--- src/rtl/lapwatch_pkg.sv ---
package lapwatch_pkg;

    typedef struct packed {
        logic [3:0] tens;
        logic [3:0] units;
    } bcd_sec_t;

    localparam bcd_sec_t BCD_ZERO = '{tens: 4'd0, units: 4'd0};

    // One-second increment in BCD, wrapping 59 -> 00
    function automatic bcd_sec_t bcd_sec_next(input bcd_sec_t v);
        bcd_sec_t r;
        r = v;
        if (v.units == 4'd9) begin
            r.units = 4'd0;
            r.tens  = (v.tens == 4'd5) ? 4'd0 : v.tens + 4'd1;
        end else begin
            r.units = v.units + 4'd1;
        end
        return r;
    endfunction

endpackage

--- src/rtl/lw_button_cond.sv ---
module lw_button_cond #(
    parameter int DEB_CYCLES = 500_000
) (
    input  logic clk,
    input  logic rst,
    input  logic raw,
    output logic press
);
    localparam int CW = $clog2(DEB_CYCLES + 1);
    localparam logic [CW-1:0] LAST = CW'(DEB_CYCLES - 1);

    typedef struct packed {
        logic          s1;
        logic          s2;
        logic          level;
        logic [CW-1:0] cnt;
    } cond_t;

    cond_t st_d, st_q;

    always_comb begin
        st_d    = st_q;
        press   = 1'b0;
        st_d.s1 = raw;
        st_d.s2 = st_q.s1;
        if (st_q.s2 != st_q.level) begin
            if (st_q.cnt == LAST) begin
                st_d.level = st_q.s2;
                st_d.cnt   = '0;
                press      = st_q.s2;
            end else begin
                st_d.cnt = st_q.cnt + 1'b1;
            end
        end else begin
            st_d.cnt = '0;
        end
    end

    always_ff @(posedge clk) begin
        if (rst) st_q <= '0;
        else     st_q <= st_d;
    end

    // a press is a single-cycle event
    assert_single_press_R10: assert property (@(posedge clk) disable iff (rst)
        press |=> !press);

endmodule

--- src/rtl/lw_tick_gen.sv ---
module lw_tick_gen #(
    parameter int TICK_DIV = 50_000_000
) (
    input  logic clk,
    input  logic rst,
    input  logic run,
    input  logic clr,
    output logic tick
);
    localparam int CW = $clog2(TICK_DIV + 1);
    localparam logic [CW-1:0] LAST = CW'(TICK_DIV - 1);

    typedef struct packed {
        logic [CW-1:0] cnt;
    } pre_t;

    pre_t st_d, st_q;

    always_comb begin
        st_d = st_q;
        tick = 1'b0;
        if (clr) begin
            st_d.cnt = '0;
        end else if (run) begin
            if (st_q.cnt == LAST) begin
                st_d.cnt = '0;
                tick     = 1'b1;
            end else begin
                st_d.cnt = st_q.cnt + 1'b1;
            end
        end
    end

    always_ff @(posedge clk) begin
        if (rst) st_q <= '0;
        else     st_q <= st_d;
    end

    // the partial second is kept while paused
    assert_prescale_hold_R3: assert property (@(posedge clk) disable iff (rst)
        (!run && !clr) |=> $stable(st_q.cnt));

endmodule

--- src/rtl/lw_bcd_counter.sv ---
module lw_bcd_counter
    import lapwatch_pkg::*;
(
    input  logic     clk,
    input  logic     rst,
    input  logic     tick,
    input  logic     clr,
    output bcd_sec_t value
);
    typedef struct packed {
        bcd_sec_t val;
    } cnt_t;

    cnt_t st_d, st_q;

    always_comb begin
        st_d = st_q;
        if (clr)       st_d.val = BCD_ZERO;
        else if (tick) st_d.val = bcd_sec_next(st_q.val);
    end

    always_ff @(posedge clk) begin
        if (rst) st_q <= '{val: BCD_ZERO};
        else     st_q <= st_d;
    end

    assign value = st_q.val;

    assert_bcd_range_R4: assert property (@(posedge clk) disable iff (rst)
        (st_q.val.units <= 4'd9) && (st_q.val.tens <= 4'd5));

    assert_wrap_R4: assert property (@(posedge clk) disable iff (rst)
        (tick && !clr && st_q.val.tens == 4'd5 && st_q.val.units == 4'd9)
        |=> (st_q.val.tens == 4'd0 && st_q.val.units == 4'd0));

endmodule

--- src/rtl/lapwatch_top.sv ---
module lapwatch_top
    import lapwatch_pkg::*;
#(
    parameter int TICK_DIV   = 50_000_000,
    parameter int DEB_CYCLES = 500_000
) (
    input  logic       clk,
    input  logic       rst,
    input  logic       btn_run_raw,
    input  logic       btn_lap_raw,
    output logic [3:0] disp_tens,
    output logic [3:0] disp_units,
    output logic       disp_frozen
);
    localparam int NUM_BTN = 2;
    localparam int IDX_RUN = 0;
    localparam int IDX_LAP = 1;

    typedef struct packed {
        logic     running;
        logic     frozen;
        bcd_sec_t snap;
    } ctl_t;

    logic [NUM_BTN-1:0] raw_vec, press_vec;
    logic     ev_run, ev_lap, clr, tick;
    bcd_sec_t count, shown;
    ctl_t     st_d, st_q;

    assign raw_vec[IDX_RUN] = btn_run_raw;
    assign raw_vec[IDX_LAP] = btn_lap_raw;

    for (genvar i = 0; i < NUM_BTN; i++) begin : g_btn
        lw_button_cond #(.DEB_CYCLES(DEB_CYCLES)) u_cond (
            .clk   (clk),
            .rst   (rst),
            .raw   (raw_vec[i]),
            .press (press_vec[i])
        );
    end

    lw_tick_gen #(.TICK_DIV(TICK_DIV)) u_tick (
        .clk  (clk),
        .rst  (rst),
        .run  (st_q.running),
        .clr  (clr),
        .tick (tick)
    );

    lw_bcd_counter u_cnt (
        .clk   (clk),
        .rst   (rst),
        .tick  (tick),
        .clr   (clr),
        .value (count)
    );

    // Run press wins; a same-cycle lap press is dropped
    assign ev_run = press_vec[IDX_RUN];
    assign ev_lap = press_vec[IDX_LAP] && !press_vec[IDX_RUN];

    always_comb begin
        st_d = st_q;
        clr  = 1'b0;
        if (ev_run) begin
            if (st_q.frozen) st_d.frozen  = 1'b0;
            else             st_d.running = !st_q.running;
        end else if (ev_lap) begin
            if (st_q.running) begin
                st_d.frozen = 1'b1;
                st_d.snap   = count;
            end else begin
                clr = 1'b1;
            end
        end
    end

    always_ff @(posedge clk) begin
        if (rst) st_q <= '{running: 1'b0, frozen: 1'b0, snap: BCD_ZERO};
        else     st_q <= st_d;
    end

    assign shown       = st_q.frozen ? st_q.snap : count;
    assign disp_tens   = shown.tens;
    assign disp_units  = shown.units;
    assign disp_frozen = st_q.frozen;

    assert_frozen_runs_R7: assert property (@(posedge clk) disable iff (rst)
        st_q.frozen |-> st_q.running);

    assert_frozen_hold_R5: assert property (@(posedge clk) disable iff (rst)
        (st_q.frozen && !press_vec[IDX_RUN] && !press_vec[IDX_LAP])
        |=> (st_q.frozen && $stable(st_q.snap)));

    assert_pause_hold_R3: assert property (@(posedge clk) disable iff (rst)
        (!st_q.running && !press_vec[IDX_LAP]) |=> $stable(count));

    assert_pause_clear_R8: assert property (@(posedge clk) disable iff (rst)
        (!st_q.running && press_vec[IDX_LAP] && !press_vec[IDX_RUN])
        |=> (count == BCD_ZERO));

    assert_run_wins_R9: assert property (@(posedge clk) disable iff (rst)
        (press_vec[IDX_RUN] && press_vec[IDX_LAP] && !st_q.frozen)
        |=> (st_q.running != $past(st_q.running) && !st_q.frozen));

endmodule

--- config.mk ---
export PLATFORM = sky130hd
export DESIGN_NAME = lapwatch_top
export DESIGN_NICKNAME = d
export VERILOG_FILES = /design/src/rtl/lapwatch_pkg.sv /design/src/rtl/lw_button_cond.sv /design/src/rtl/lw_tick_gen.sv /design/src/rtl/lw_bcd_counter.sv /design/src/rtl/lapwatch_top.sv
export SDC_FILE = /design/constraint.sdc
export NUM_CORES = 1
export LEC_CHECK = 0
export ABC_AREA = 1
export BUFFER_PORTS_ARGS = -buffer_cell sky130_fd_sc_hd__buf_2
export CAP_MARGIN = 20
export CORE_ASPECT_RATIO = 1.25
export CORE_MARGIN = 5
export CORE_UTILIZATION = 45
export CTS_CLUSTER_DIAMETER = 30
export DETAILED_ROUTE_END_ITERATION = 6
export PLACE_DENSITY_LB_ADDON = 0.3
export REMOVE_ABC_BUFFERS = 1
export SYNTH_ARGS = -nofsm -noshare
export SYNTH_HDL_FRONTEND = slang
export SYNTH_SLANG_ARGS = --single-unit
--- constraint.sdc ---
create_clock -name clk -period 2.4 [get_ports clk]
set_clock_uncertainty 0.2 [all_clocks]
set_input_delay 0.36 -clock clk [delete_from_list [all_inputs] [get_ports clk]]
set_output_delay 0.36 -clock clk [all_outputs]
set_load 0.02 [all_outputs]
==> Word-level counts from Yosys, hierarchy flattened <==
Index checks and enable logic that the tools add are counted.
{ "classes": {"add_sub_neg": 5, "bitwise_logic": 4, "reduce_logical": 13, "n_eq_ne": 7, "muxes": 14} }
{ "ops": {"columns": ["cell", "n"], "rows": [
  ["19-bit by 1-bit adder with 19-bit output (second input constant)", 2],
  ["19-bit equality test (second input constant)", 2],
  ["26-bit by 1-bit adder with 26-bit output (second input constant)", 1],
  ["26-bit equality test (second input constant)", 1],
  ["26-bit 2-to-1 mux", 1],
  ["1-bit 2-to-1 mux", 10],
  ["2-bit AND reduction", 5],
  ["4-bit by 1-bit adder with 4-bit output (second input constant)", 2],
  ["4-bit 2-to-1 mux", 2],
  ["8-bit 2-to-1 mux", 1],
  ["3-bit OR reduction", 2],
  ["4-bit by 3-bit equality test with 1-bit output (second input constant)", 1],
  ["4-bit equality test (second input constant)", 1],
  ["1-bit NOT", 4],
  ["2-bit OR reduction", 2],
  ["3-bit AND reduction", 1],
  ["1-bit logical NOT", 2],
  ["1-bit inequality test", 2],
  ["1-bit logical AND", 1]
]} }
{ "word_totals": {"input_bits": 4, "wordCells": 58, "output_inout_bits": 9, "ff_bits": 88} }

==> Logic depth before layout (Yosys ltp) <==
{ "logic_depth": {"depth_word": 9, "mapped_depth": 11, "ltp_nobuf": 11} }

==> By module <==
A second synthesis with hierarchy kept.
{ "unflattened": {"hier_cells": 735, "hier_area_um2": 4946.0} }
{ "by_module_without_submodules": {"columns": ["mod", "seq_area_each_um2", "instances", "area_per_inst_um2", "cells_each"], "rows": [
  ["lw_button_cond", 440.4, 2, 1159.9, 167],
  ["lw_tick_gen", 520.5, 1, 1724.2, 264],
  ["lapwatch_top", 200.2, 1, 501.7, 80],
  ["lw_bcd_counter", 160.2, 1, 400.4, 57]
]} }

==> Least setup slack after synthesis <==
No wires, ideal clock.
{ "synth_timing": {"kind": "register to output", "startpoint": "reg st_q (netlist bit disp_frozen)", "endpoint": "out disp_tens[1]", "t_required_ns": 1.840, "path_stages_with_launch": 4, "path_slack_ns": 0.596, "arrival_ns": 1.244, "n_path_buf": 2, "path_cell_list": "dfxtp_1 clkbuf_1 clkbuf_1 o21ai_0"} }
{ "synth_between": {"elab_chain_cells": 1} }
{ "synth_lines": {"columns": ["element", "line", "rtl"], "rows": [
  ["from (decl)", "lapwatch_top.sv:28", "ctl_t st_d, st_q;"],
  ["from (signal assigned)", "lapwatch_top.sv:79", "if (rst) st_q <= '{running: 1'b0, frozen: 1'b0, snap: BCD_ZERO};"],
  ["from (signal assigned)", "lapwatch_top.sv:80", "else st_q <= st_d;"],
  ["8-bit 2-to-1 mux", "lapwatch_top.sv:83", "assign shown = st_q.frozen ? st_q.snap : count;"],
  ["to (decl)", "lapwatch_top.sv:11", "output logic [3:0] disp_tens,"]
]} }
No other way between the ends.

==> Worst setup path after layout <==
{ "layout_timing": {"startpoint": "reg g_btn[1].u_cond.st_q[0] in the netlist's numbering", "endpoint": "reg u_tick.st_q[24] in the netlist's numbering"} }
{ "layout_between": {"elab_chain_cells": 7} }
{ "layout_lines": {"columns": ["element", "line", "rtl"], "rows": [
  ["from (decl)", "lw_button_cond.sv:19", "cond_t st_d, st_q;"],
  ["from (signal assigned)", "lw_button_cond.sv:41", "else st_q <= st_d;"],
  ["19-bit equality test", "lw_button_cond.sv:27", "if (st_q.cnt == LAST) begin"],
  ["1-bit 2-to-1 mux", "lw_button_cond.sv:27", null],
  ["1-bit 2-to-1 mux", "lw_button_cond.sv:26", "if (st_q.s2 != st_q.level) begin"],
  ["1-bit logical AND", "lapwatch_top.sv:60", "assign ev_lap = press_vec[IDX_LAP] && !press_vec[IDX_RUN];"],
  ["1-bit 2-to-1 mux", "lapwatch_top.sv:68", "end else if (ev_lap) begin"],
  ["1-bit 2-to-1 mux", "lapwatch_top.sv:65", "if (ev_run) begin"],
  ["2-bit OR reduction (no line)", null, null],
  ["to (signal assigned)", "lw_tick_gen.sv:36", "else st_q <= st_d;"],
  ["to (decl)", "lw_tick_gen.sv:17", "pre_t st_d, st_q;"]
]} }
No other way between the ends.
A chain may end at the register's enable or synchronous reset.

==> results.json <==
{
  "rows": 41,
  "nets": 710,
  "report.final.hold_viol_count": 0,
  "firstDrtPassIters": 4,
  "status": "completed",
  "setup_viol": 0,
  "core_area_mm2": 0.0101,
  "cts_tree": "done",
  "first_iter_violations": 146,
  "syn-mean-instance-area_um2": 6.67,
  "min_period_ps": 2080,
  "post_cts_buffers": 0,
  "rrSetupSlack_ps": 320,
  "min_to": "g_btn[1].u_cond.st_d[20]$_SDFF_PP0_",
  "vias": 4143,
  "fin_ws_ps": 319,
  "ys_warn_count": 0,
  "synth.cell_area_mm2": 0.00459,
  "io_buffer_count": 12,
  "clk_latency_ps": 340,
  "hpwl_um": 7030,
  "cp_max_fo": 21,
  "vias_per_cell": 4.95,
  "clk_pin_slew_ps": 60,
  "hp-class": "input pin to flip-flop",
  "grt-ovfl-total": 0,
  "htree_num_levels": 3,
  "drc_errors": 0,
  "fmax_ghz": 0.480,
  "io_pins": 13,
  "cts_root_buffer": "clkbuf_16",
  "power.density_mw_per_mm2": 573,
  "leakagePower_nw": 1.87,
  "timing.rr.end": "u_tick.st_q[24]$_SDFFE_PP0P_",
  "finalWeightedCongestion": 0.921,
  "die_w_um": 100,
  "ant_nets": 0,
  "arrival_ps": 2090,
  "ctsHoldBuffers": 0,
  "die-area_mm2": 0.0123,
  "ir_drop_mv": 0.410,
  "whs_path_depth": 3,
  "start_util_pct": 45.6,
  "areaGrowthSynthToFinish_pct": 10.4,
  "hold_start": "btn_lap_raw",
  "grt.total_usage_pct": 15.8,
  "cts_resized": 0,
  "ys_types": 30,
  "grt_pass1_wl_um": 16000,
  "drive_gt1_share_pct": 9.18,
  "final-max-slew-violation-count": 0,
  "clkSinkCount": 88,
  "post_drt_wl_per_cell_um": 11.0,
  "tightest_slew_ps": 632,
  "synth_cells": 688,
  "start_kind": "flip-flop",
  "grt_pass1_vias": 3891,
  "die_h_um": 123,
  "cts_buffers": 9,
  "n_antenna_cell": 0,
  "ys_seq_area_share_pct": 38.4,
  "antenna_found_initial": 0,
  "worstReg2RegStart": "g_btn[1].u_cond.st_q[0]$_SDFF_PP0_",
  "rsz0062_at_grt": "no",
  "dpl_worst_slack_ps": 306,
  "max_cap_violations": 0,
  "slew-limit-headroom_pct": 57.5,
  "fin_tns_setup_ps": 0,
  "grt_max_degree": 22,
  "wl_um": 9200,
  "num-fill-cells": 1025,
  "critical_path_class": "flip-flop to flip-flop",
  "reg2regPathDepth": 8,
  "crit_required_ps": 2410,
  "worstSetupEndpointType": "flip-flop",
  "period_share_pct": 86.7,
  "ys_ff_latch": 88,
  "cts_buffer_depth": 2
}
-- power by group --
part,total [mW],internal [mW],switching (mW)
Combinational,0.0356,0.00889,0.0267
Sequential,1.47,1.46,0.00199
Clock,1.40,0.864,0.535
-- cell usage after synthesis --
| cell | count | area, µm² |
|---|---|---|
| ha_1 | 3 | 37.5 |
| nand2_1 | 171 | 642 |
| nor3_2 | 1 | 10.0 |
| nand4_1 | 22 | 138 |
| inv_2 | 2 | 7.51 |
| a21o_1 | 1 | 7.51 |
| o21bai_1 | 1 | 7.51 |
| buf_6 | 4 | 45.0 |
| nor3_1 | 16 | 80.1 |
| nand3b_1 | 4 | 30.0 |
| or2_2 | 4 | 25.0 |
| inv_1 | 89 | 334 |
| o21ai_0 | 23 | 115 |
| clkinv_1 | 2 | 7.51 |
| xnor2_1 | 7 | 61.3 |
| nor3_4 | 1 | 16.3 |
| a211oi_1 | 2 | 15.0 |
| nor2_1 | 122 | 458 |
| nor2_4 | 1 | 11.3 |
| nand3_2 | 7 | 70.1 |
| nand2_2 | 2 | 12.5 |
| nor3b_1 | 2 | 15.0 |
| a21oi_1 | 21 | 105 |
| a21oi_2 | 6 | 52.6 |
| clkbuf_1 | 4 | 15.0 |
| xor2_1 | 22 | 193 |
| dfxtp_1 | 88 | 1760 |
| buf_2 | 5 | 25.0 |
| nand3_1 | 44 | 220 |
| nor2_2 | 11 | 68.8 |
-- worst max-delay path by stage --
stage / from / end / slack, ps
finish: g_btn[1].u_cond.st_q[0]$_SDFF_PP0_ / u_tick.st_q[24]$_SDFFE_PP0P_ / 320
global route: g_btn[1].u_cond.st_q[0]$_SDFF_PP0_ / u_tick.st_q[24]$_SDFFE_PP0P_ / 150
CTS: g_btn[1].u_cond.st_q[0]$_SDFF_PP0_ / u_tick.st_q[24]$_SDFFE_PP0P_ / 300
detailed placement: g_btn[1].u_cond.st_q[0]$_SDFF_PP0_ / u_tick.st_q[24]$_SDFFE_PP0P_ / 310
global placement: g_btn[1].u_cond.st_q[0]$_SDFF_PP0_ / u_tick.st_q[24]$_SDFFE_PP0P_ / 400
floorplan: g_btn[1].u_cond.st_q[0]$_SDFF_PP0_ / u_tick.st_q[0]$_SDFFE_PP0P_ / 590
-- worst max-delay path, stage by stage (launching register included) --
cell and delay, ps:
dfxtp_1 360, ha_1 260, nand3_2 130, clkinv_1 70, nand3_2 100, nor3_4 150
nand3_1 170, nand2_2 410, nor2_1 100
-- cells in the final DEF, fill, tap and decap left out --
| cell | instances |
|---|---|
| or2_2 | 4 |
| clkinv_1 | 2 |
| nor3_2 | 1 |
| nand3b_1 | 4 |
| nand2_2 | 2 |
| nand3_1 | 44 |
| dfxtp_1 | 88 |
| o21ai_0 | 23 |
| bufinv_16 | 1 |
| clkinvlp_4 | 1 |
| inv_1 | 89 |
| o21bai_1 | 1 |
| nand3_2 | 7 |
| nand2_1 | 171 |
| nor3_1 | 16 |
| buf_2 | 12 |
| buf_4 | 5 |
| nor2_2 | 11 |
| nor3b_1 | 2 |
| ha_1 | 3 |
| nor2_4 | 1 |
| xor2_1 | 22 |
| nor3_4 | 1 |
| xnor2_1 | 7 |
| a21oi_1 | 21 |
| nand4_1 | 22 |
| clkbuf_8 | 2 |
| inv_2 | 2 |
| a211oi_1 | 2 |
| a21o_1 | 1 |
| clkbuf_1 | 3 |
| clkbuf_16 | 9 |
| a21oi_2 | 6 |
| nor2_1 | 122 |
-- layer usage --
metal,GRT usage [%],part of all wire [%]
met3,3.07,2.6
met4,8.68,3.6
met5,0,0
met1,17.3,45
met2,28.4,49
-- registers in the layout, indices dropped and copies added (netlist names) --
name               flops
st_q                   9
disp_frozen            1
u_tick.st_q           26
g_btn.u_cond.st_q     42
g_btn.u_cond.st_d      2
u_cnt.value            8
-- per-stage QoR --
stage / instance area (µm²) / util [%] / instances / hold WS (ps) / total power [mW]
final: 5060 / 50.3 / 837 / 25.9 / 2.90
after global routing: 5060 / 50.3 / 837 / 27.6 / 3.01
after CTS: 5060 / 50.3 / 837 / 19.7 / 2.94
after detailed placement: 4760 / 47.3 / 821 / 198 / 1.54
after global placement: 4760 / 47.3 / 821 / 192 / 1.53
after floorplan: 4500 / - / 675 / 188 / 1.52
-- logic make-up after synthesis --
kind of cell | share of synthesized area (%)
compound gates | 6.60
xor+xnor | 5.54
fa+ha+maj | 0.818
buf+inv | 9.47
flops | 38.4
simple gates | 39.2
-- area by class of cell --
cell class / count / area [µm²] / share of cell area, %
inverter: 93 / 349 / 6.90
clock inverter: 2 / 37.5 / 0.741
multi-input combinational: 494 / 2390 / 47.2
timing repair buffer: 17 / 97.6 / 1.93
tap: 129 / 161 / 3.19
clock buffer: 14 / 264 / 5.22
sequential: 88 / 1760 / 34.8
Note: power is estimated with default switching activity, not from simulation.
